`src/rtl/cmdport_latch.sv`:
```
module cmdport_latch #(
  parameter int DEPTH        = 4,
  parameter int LAT          = 3,
  parameter int TW           = 16,
  parameter int HB_END_WIDE  = 11,
  parameter int HB_BEG_WIDE  = 166,
  parameter int HB_END_NARR  = 10,
  parameter int HB_BEG_NARR  = 133
) (
  input  logic        clk,
  input  logic        rst_n,
  input  logic        ctl_we,
  input  logic [15:0] ctl_wdata,
  input  logic        dat_we,
  input  logic [15:0] dat_wdata,
  input  logic [8:0]  hslot,
  input  logic        pal_region,
  input  logic        dma_done,
  output logic [15:0] cmd_addr,
  output logic [5:0]  cmd_code,
  output logic        cmd_pending,
  output logic        rd_flush,
  output logic        reg_we,
  output logic [4:0]  reg_idx,
  output logic [7:0]  reg_val,
  output logic        dma_run,
  output logic [5:0]  dma_code,
  output logic        wr_valid,
  output logic [15:0] wr_addr,
  output logic [15:0] wr_data,
  output logic [5:0]  wr_code,
  output logic [2:0]  status
);
  localparam int AW = (DEPTH > 1) ? $clog2(DEPTH) : 1;
  localparam logic [AW:0]   DEPTH_C  = (AW+1)'(DEPTH);
  localparam logic [TW-1:0] WAIT_W   = TW'(16 * LAT);
  localparam logic [TW-1:0] WAIT_N   = TW'(20 * LAT);
  localparam logic [4:0]    IDX_MODE = 5'd1;
  localparam logic [4:0]    IDX_GEOM = 5'd12;
  localparam logic [4:0]    IDX_KIND = 5'd23;

  logic        dma_en, wide;
  logic [1:0]  kind;
  logic [5:0]  code_n, code_sec, keep;
  logic        run_n;
  logic [5:0]  dcode_n;
  logic        ok, second, first, regw, fill;

  logic [15:0]   q_addr  [DEPTH];
  logic [15:0]   q_data  [DEPTH];
  logic [5:0]    q_code  [DEPTH];
  logic [TW-1:0] q_stamp [DEPTH];
  logic [AW:0]   wp, rp, cnt;
  logic [TW-1:0] now, age;
  logic          push, pop, empty, full, drained;

  assign ok     = ctl_we && !dma_run;
  assign second = ok && cmd_pending;
  assign first  = ok && !cmd_pending && ctl_wdata[15:14] != 2'b10;
  assign regw   = ok && !cmd_pending && ctl_wdata[15:14] == 2'b10;
  assign fill   = kind == 2'b10;
  assign keep   = dma_en ? 6'h03 : 6'h23;
  assign code_sec = (cmd_code & keep) | ({ctl_wdata[7:4], 2'b00} & ~keep);

  assign rd_flush = second;
  assign reg_we   = regw;
  assign reg_idx  = ctl_wdata[12:8];
  assign reg_val  = ctl_wdata[7:0];

  assign cnt     = wp - rp;
  assign empty   = cnt == '0;
  assign full    = cnt == DEPTH_C;
  assign push    = dat_we && !full;
  assign age     = now - q_stamp[rp[AW-1:0]];
  assign pop     = !empty && !age[TW-1];
  assign drained = pop && cnt == (AW+1)'(1) && !push;

  assign wr_valid = pop;
  assign wr_addr  = q_addr[rp[AW-1:0]];
  assign wr_data  = q_data[rp[AW-1:0]];
  assign wr_code  = q_code[rp[AW-1:0]];

  always_comb begin
    code_n  = cmd_code;
    run_n   = dma_run;
    dcode_n = dma_code;
    if (second) begin
      code_n = code_sec;
      if (code_sec[5] && !fill) begin
        run_n   = 1'b1;
        dcode_n = code_sec;
      end
    end else if (first) begin
      code_n[1:0] = ctl_wdata[15:14];
    end else if (regw) begin
      code_n = cmd_code & 6'h3C;
    end
    if (drained && cmd_code[5] && fill) begin
      run_n   = 1'b1;
      dcode_n = cmd_code;
    end
    if (dma_done) begin
      run_n     = 1'b0;
      code_n[5] = 1'b0;
    end
  end

  always_ff @(posedge clk) begin
    if (!rst_n) begin
      cmd_addr    <= '0;
      cmd_code    <= '0;
      cmd_pending <= 1'b0;
      dma_run     <= 1'b0;
      dma_code    <= '0;
      dma_en      <= 1'b0;
      wide        <= 1'b0;
      kind        <= 2'b00;
    end else begin
      cmd_code <= code_n;
      dma_run  <= run_n;
      dma_code <= dcode_n;
      if (second) begin
        cmd_addr[15:14] <= ctl_wdata[1:0];
        cmd_pending     <= 1'b0;
      end else if (first) begin
        cmd_addr[13:0] <= ctl_wdata[13:0];
        cmd_pending    <= 1'b1;
      end
      if (regw) begin
        if (reg_idx == IDX_MODE) dma_en <= reg_val[4];
        if (reg_idx == IDX_GEOM) wide   <= reg_val[0];
        if (reg_idx == IDX_KIND) kind   <= reg_val[7:6];
      end
    end
  end

  always_ff @(posedge clk) begin
    if (!rst_n) begin
      wp  <= '0;
      rp  <= '0;
      now <= '0;
    end else begin
      now <= now + 1'b1;
      if (push) begin
        q_addr[wp[AW-1:0]]  <= cmd_addr;
        q_data[wp[AW-1:0]]  <= dat_wdata;
        q_code[wp[AW-1:0]]  <= cmd_code;
        q_stamp[wp[AW-1:0]] <= now + (wide ? WAIT_W : WAIT_N);
        wp <= wp + 1'b1;
      end
      if (pop) rp <= rp + 1'b1;
    end
  end

  logic blank;
  assign blank = wide ? (int'(hslot) < HB_END_WIDE || int'(hslot) > HB_BEG_WIDE)
                      : (int'(hslot) < HB_END_NARR || int'(hslot) > HB_BEG_NARR);
  assign status = {blank, cmd_code[5], pal_region};

  AST_REJECT_WHILE_RUN: assert property (@(posedge clk) disable iff (!rst_n)
    dma_run && ctl_we && !dma_done |=> $stable(cmd_addr) && $stable(cmd_code) && $stable(cmd_pending));
  AST_SECOND_CLEARS_PEND: assert property (@(posedge clk) disable iff (!rst_n)
    ctl_we && !dma_run && cmd_pending |=> !cmd_pending);
  AST_FILL_DEFERRED: assert property (@(posedge clk) disable iff (!rst_n)
    second && fill && !pop && !dma_run |=> !dma_run);
  AST_DONE_CLEARS: assert property (@(posedge clk) disable iff (!rst_n)
    dma_done |=> !dma_run && !cmd_code[5]);
  AST_RUN_NEEDS_CD5: assert property (@(posedge clk) disable iff (!rst_n)
    $rose(dma_run) |-> cmd_code[5]);
  AST_NO_OVERFLOW: assert property (@(posedge clk) disable iff (!rst_n)
    cnt <= DEPTH_C);
endmodule

```
`config.mk`:
```
export PLATFORM = sky130hd
export DESIGN_NAME = cmdport_latch
export DESIGN_NICKNAME = d
export VERILOG_FILES = /design/src/rtl/cmdport_latch.sv
export SDC_FILE = /design/constraint.sdc
export NUM_CORES = 1
export LEC_CHECK = 0
export ABC_AREA = 1
export BUFFER_PORTS_ARGS = -buffer_cell sky130_fd_sc_hd__buf_2
export CAP_MARGIN = 20
export CORE_AREA = 2 2 143 145
export CTS_CLUSTER_DIAMETER = 60
export CTS_CLUSTER_SIZE = 8
export DETAILED_ROUTE_END_ITERATION = 8
export DIE_AREA = 0 0 145 147
export GPL_TIMING_DRIVEN = 0
export PLACE_DENSITY = 0.75
export SETUP_SLACK_MARGIN = 0.2
export SLEW_MARGIN = 40
export SYNTH_ARGS = -nofsm -noshare
export SYNTH_HDL_FRONTEND = slang
export SYNTH_SLANG_ARGS = --single-unit
```
`constraint.sdc`:
```
create_clock -name clk -period 6.2 [get_ports clk]
set_clock_uncertainty 0.05 [all_clocks]
set_input_delay 0.62 -clock clk [delete_from_list [all_inputs] [get_ports clk]]
set_output_delay 0.62 -clock clk [all_outputs]
set_load 0.01 [all_outputs]
```
# == Word-level counts from Yosys, hierarchy flattened ==
# Memories as Yosys holds them, arrays and structs flattened. A register that Yosys moved wholly into a read port is not among the register bits.
# Index checks and enable logic that the tools add are counted.
# word_totals
register_bits,56
latchBits,0
ram_bits,216
mem_bits_ro,0
input_bits,47
out_inout_bits,87
mem_count,4
# memory_table
memory,words,width,read_ports,rd_ports_with_merged_regs,write_ports,line,rtl
q_addr,4,16,1,1,1,49,logic [15:0] q_addr [DEPTH];
q_data,4,16,1,1,1,50,logic [15:0] q_data [DEPTH];
q_stamp,4,16,1,1,1,52,logic [TW-1:0] q_stamp [DEPTH];
q_code,4,6,1,1,1,51,logic [5:0] q_code [DEPTH];
# op_classes
n_addsub,6
mul,0
div_mod_pow,0
n_lt_le_gt_ge,4
n_eq_ne,8
shifts,0
mux,24
bitwise_logic,6
reduce_logical,32
# op_table
op,n
6-bit 2-to-1 mux,5
2-bit 2-to-1 mux,10
9-bit by 8-bit greater-than comparator with 1-bit output (second input constant),2
9-bit by 4-bit less-than comparator with 1-bit output (second input constant),2
16-bit by 1-bit adder with 16-bit output (second input constant),1
16-bit by 6-bit adder with 16-bit output,1
16-bit subtractor,1
6-bit AND,2
1-bit logical AND,12
2-bit AND reduction,5
4-bit 2-to-1 mux,2
1-bit logical NOT,7
1-bit 2-to-1 mux,7
3-bit by 1-bit adder with 3-bit output (second input constant),2
6-bit inverter,1
6-bit OR,1
5-bit by 1-bit equality test with 1-bit output (second input constant),1
5-bit by 4-bit equality test with 1-bit output (second input constant),1
5-bit equality test (second input constant),1
2-bit equality test (second input constant),2
2-bit nonzero test,2
2-bit OR reduction,2
3-bit by 1-bit equality test with 1-bit output (second input constant),1
3-bit equality test (second input constant),1
other kinds (6),8

# == Longest topological paths before layout ==
# logic_depth
ltp_word,10
ltp_mapped,21

# == Least setup slack after synthesis ==
# Ideal clock, no wire load.
# synth_path
kind,reg-to-reg
from,reg wp[0]
to,mem q_addr[0][0] (enable)
t_arrival_ns,3.964
t_required_ns,5.684
setup_slack_ns,1.720
path_stages_with_launch,11
path_buffers,0
period_less_slack_ns,4.480
cell_sequence,dfxtp_1 > inv_1 > ha_1 > fa_1 > xor2_1 > xor2_2 > nand3_1 > nand2_1 > inv_1 > nand2_1 > nor2_1
# synth_between
elab_chain_cells,7
# synth_rtl
element,line,rtl
start: declaration,53,"logic [AW:0] wp, rp, cnt;"
start signal: assignment,149,wp <= wp + 1'b1;
3-bit subtractor,70,assign cnt = wp - rp;
3-bit equality test,72,assign full = cnt == DEPTH_C;
1-bit logical NOT,73,assign push = dat_we && !full;
1-bit logical AND,73,
1-bit 2-to-1 mux,144,if (push) begin
1-bit 2-to-1 mux,138,if (!rst_n) begin
1-bit 2-to-1 mux (implied by the code),145,q_addr[wp[AW-1:0]] <= cmd_addr;
end: declaration,49,
# Parallel ways exist; a longest one is shown, timed or not.

==> impl_metrics.tcl <==
set metrics [dict create \
    holdBufCountCts 0 \
    post-layout-total-power_mw 5.31 \
    routed_wire_length_per_instance_um 18.6 \
    worst_setup_hold_path_clk_slew_ns 0.05 \
    syn-num-nets 1039 \
    number_of_flops_mapped_to_enable_cells_by_yosys 216 \
    first_global_vias 7931 \
    cts_resized 0 \
    filler_cell_count 1394 \
    clock_insertion_delay_at_the_later_pin_of_the_skew_report_ns 0.52 \
    cts_sinks 274 \
    htree_levels 2 \
    p_leak_nw 5.31 \
    starting_drt_drc_count 759 \
    flow.area_growth_from_synthesis_pct 22.3 \
    num-nets-final 1226 \
    final.setup.tns_ns 0 \
    commonest_non_fill_non_tap_cell_in_the_layout "sky130_fd_sc_hd__edfxtp_1" \
    postLayoutCoreUtil_pct 69.4 \
    cts_tree "built" \
    slew_headroom_pct 53.9 \
    critical_path.max_fanout 10 \
    rsz_0062_raised_after_global_routing "false" \
    place.gp.congestion 0.914 \
    groute.usage.overall_pct 25.1 \
    detailroute.via_count 8194 \
    number_of_antenna_violations_at_the_first_check_in_global_routing 0 \
    initial_core_util_pct 56.8 \
    placement_rows 52 \
    setup.worst_path.start_class "register" \
    buffers_inverters_on_critical_path 6 \
    finalCritPeriodShare_pct 73.1 \
    worst_setup_path_class "register to output pin" \
    yosysSeqAreaShare_pct 67.9 \
    worstPathArrival_ns 3.87 \
    synth_largest_area_cell "sky130_fd_sc_hd__edfxtp_1" \
    floorplan_die_area_um2 21300 \
    worst_hold_slack_ns 0.267 \
    critical-path-top-delay-family "buffers and inverters" \
    drt-pass1-iter-count 5 \
    diodes 0 \
    synth_cell_type_count 48 \
    chipHeight_um 147 \
    yosys_warning_total 0 \
    final_design_area_no_fill_um2 13800 \
    post_cts_buffers 0 \
    syn_inst 967 \
    pwr_density_cell_nw_per_um2 386 \
    setup_viol 0 \
    ys_async_sr_fraction_pct 0 \
    die_w_um 145 \
    tightestPinTransition_ns 0.692 \
    hold_path_startpoint "dat_wdata[14]" \
    cpMaxStageDelayCell "sky130_fd_sc_hd__clkbuf_1" \
    placed_cell_area_um2 12600 \
    min_path_type "input pin to register" \
    cts_buf_count 40 \
    route.detailed.vias_per_inst 5.63 \
    design.core.area_um2 19800 \
    final_count_of_hold_timing_violations 0 \
    wire_length_after_detailed_routing_um 27100 \
    cts_root_buffer "sky130_fd_sc_hd__clkbuf_16" \
    cp_data_required_time_ns 5.53 \
    ant_nets 0 \
    synth_top_area_share_pct 57.6 \
    max-vdd-ir-drop_mv 0.238 \
    cap_violations 0 \
    dp_hpwl_um 17800 \
    outcome "complete, no violations" \
    grt_first_pass_wirelength_um 41600 \
    ioPinCount 134 \
    placement.io_buffers 132 \
    largest_net_degree_at_the_start_of_global_routing 19 \
    layout.cells.most_common_list "sky130_fd_sc_hd__edfxtp_1 (216), sky130_fd_sc_hd__nor2_1 (134), sky130_fd_sc_hd__buf_2 (132), sky130_fd_sc_hd__nand2_1 (110), sky130_fd_sc_hd__o21ai_0 (103)" \
    cp-end-kind "output pin" \
    syn-mean-instance-area_um2 11.7 \
    final_layout_size_suffix_gt1_share_pct 19.7 \
    ys_ff_latch 274 \
    grt_overflow_total 0 \
    clk_path_buf_depth 3 \
    mapped_area_um2 11300 \
    worstPathCellList "buf_6, inv_6, clkbuf_1, clkbuf_1, nand2_1, a32o_1, ha_1, a21oi_1, o21ai_0, a21oi_1, nand3_1, nand2_2, nand2_4, inv_2, buf_2" \
    synth_top_cells_by_area "sky130_fd_sc_hd__edfxtp_1 (58%), sky130_fd_sc_hd__dfxtp_1 (10%), sky130_fd_sc_hd__nor2_1 (4.6%), sky130_fd_sc_hd__o21ai_0 (4.6%), sky130_fd_sc_hd__nand2_1 (3.7%)" \
    drc 0 \
    period_needed_ns 4.54 \
    report.final.slew_viol_count 0 \
    fmaxAchievable_mhz 220 \
    ys.flop_type "sky130_fd_sc_hd__edfxtp_1" \
    slowest_delay_ns 0.52 \
]
stage by stage:
stage               setup slack, ns  std cells
floorplan                      1.72        967
global placement             -0.340       1369
detailed placement             2.23       1382
CTS                            1.69       1456
global route                   1.42       1456
finish                         1.66       1456
power by group:
| part | leakage [nW] | switching, mW | internal (mW) | total (mW) |
|---|---|---|---|---|
| combinational | 2.31 | 0.750 | 0.397 | 1.15 |
| clock | 0.564 | 0.753 | 1.26 | 2.01 |
| sequential | 2.43 | 0.0502 | 2.10 | 2.15 |
logic make-up (layout without fill, tap and decap cells):
family,Yosys count,count (layout),synth area share (%)
buffers and inverters,123,342,4.81
AOI/OAI and AO/OA,230,230,11.6
adders and majority gates,25,25,2.91
xor gates and xnor gates,16,16,1.44
DFF,274,274,67.9
and+or+nand+nor,299,299,11.3
layout make-up:
type | count | area, um^2 | share of cell area [%]
plain buffers | 60 | 300 | 2.18
clock buffers | 72 | 1160 | 8.45
clock inverters | 2 | 25.0 | 0.182
inverters | 63 | 241 | 1.75
multi-input cells | 570 | 3110 | 22.5
flip-flops and latches | 274 | 7650 | 55.5
well taps | 270 | 338 | 2.45
repair buffers | 145 | 956 | 6.94
synth_stat cells, types with 2 or more instances:
| cell | n |
|---|---|
| sky130_fd_sc_hd__fa_1 | 2 |
| sky130_fd_sc_hd__nand2_1 | 110 |
| sky130_fd_sc_hd__dfxtp_1 | 58 |
| sky130_fd_sc_hd__nand2_2 | 5 |
| sky130_fd_sc_hd__xor2_1 | 11 |
| sky130_fd_sc_hd__a21oi_1 | 50 |
| sky130_fd_sc_hd__nor2_1 | 138 |
| sky130_fd_sc_hd__o21ai_1 | 11 |
| sky130_fd_sc_hd__xnor2_1 | 2 |
| sky130_fd_sc_hd__or2_2 | 2 |
| sky130_fd_sc_hd__a32o_1 | 14 |
| sky130_fd_sc_hd__buf_1 | 2 |
| sky130_fd_sc_hd__o21a_1 | 2 |
| sky130_fd_sc_hd__o21ai_0 | 103 |
| sky130_fd_sc_hd__a211oi_1 | 2 |
| sky130_fd_sc_hd__edfxtp_1 | 216 |
| sky130_fd_sc_hd__nor3_1 | 8 |
| sky130_fd_sc_hd__clkbuf_1 | 39 |
| sky130_fd_sc_hd__nand3_1 | 17 |
| sky130_fd_sc_hd__nor4_1 | 2 |
| sky130_fd_sc_hd__ha_1 | 23 |
| sky130_fd_sc_hd__buf_4 | 18 |
| sky130_fd_sc_hd__inv_1 | 58 |
| sky130_fd_sc_hd__inv_2 | 3 |
| sky130_fd_sc_hd__o22ai_1 | 38 |
| sky130_fd_sc_hd__xor2_2 | 3 |
| sky130_fd_sc_hd__nand4_1 | 8 |
| sky130_fd_sc_hd__nand3b_1 | 2 |
final timing paths:
check / to / slack (ns) / depth (start not counted)
max reg2reg: dma_code[0] / 2.62 / 17
max: wr_valid / 1.66 / 15
min: q_data[1][14] / 0.27 / 1
min reg2reg: dma_code[5] / 0.42 / 2
layer usage:
layer / GRT usage [%] / up-vias / part of all wire (%)
met5: 0 / - / 0
met4: 9.41 / 0 / 2.4
met3: 4.19 / 52 / 8.1
met2: 41.6 / 418 / 48
met1: 33.7 / 3897 / 42
li1: - / 3827 / -
state kept, by name, indices dropped and copies added, names as in the netlist, 2 cells and up, named ones only:
signal,count
now,16
cmd_code,6
kind,2
q_stamp,64
cmd_addr,16
dma_code,6
wp,3
q_code,24
rp,3
q_data,64
q_addr,64
Note: power is estimated with default switching activity, not from simulation.
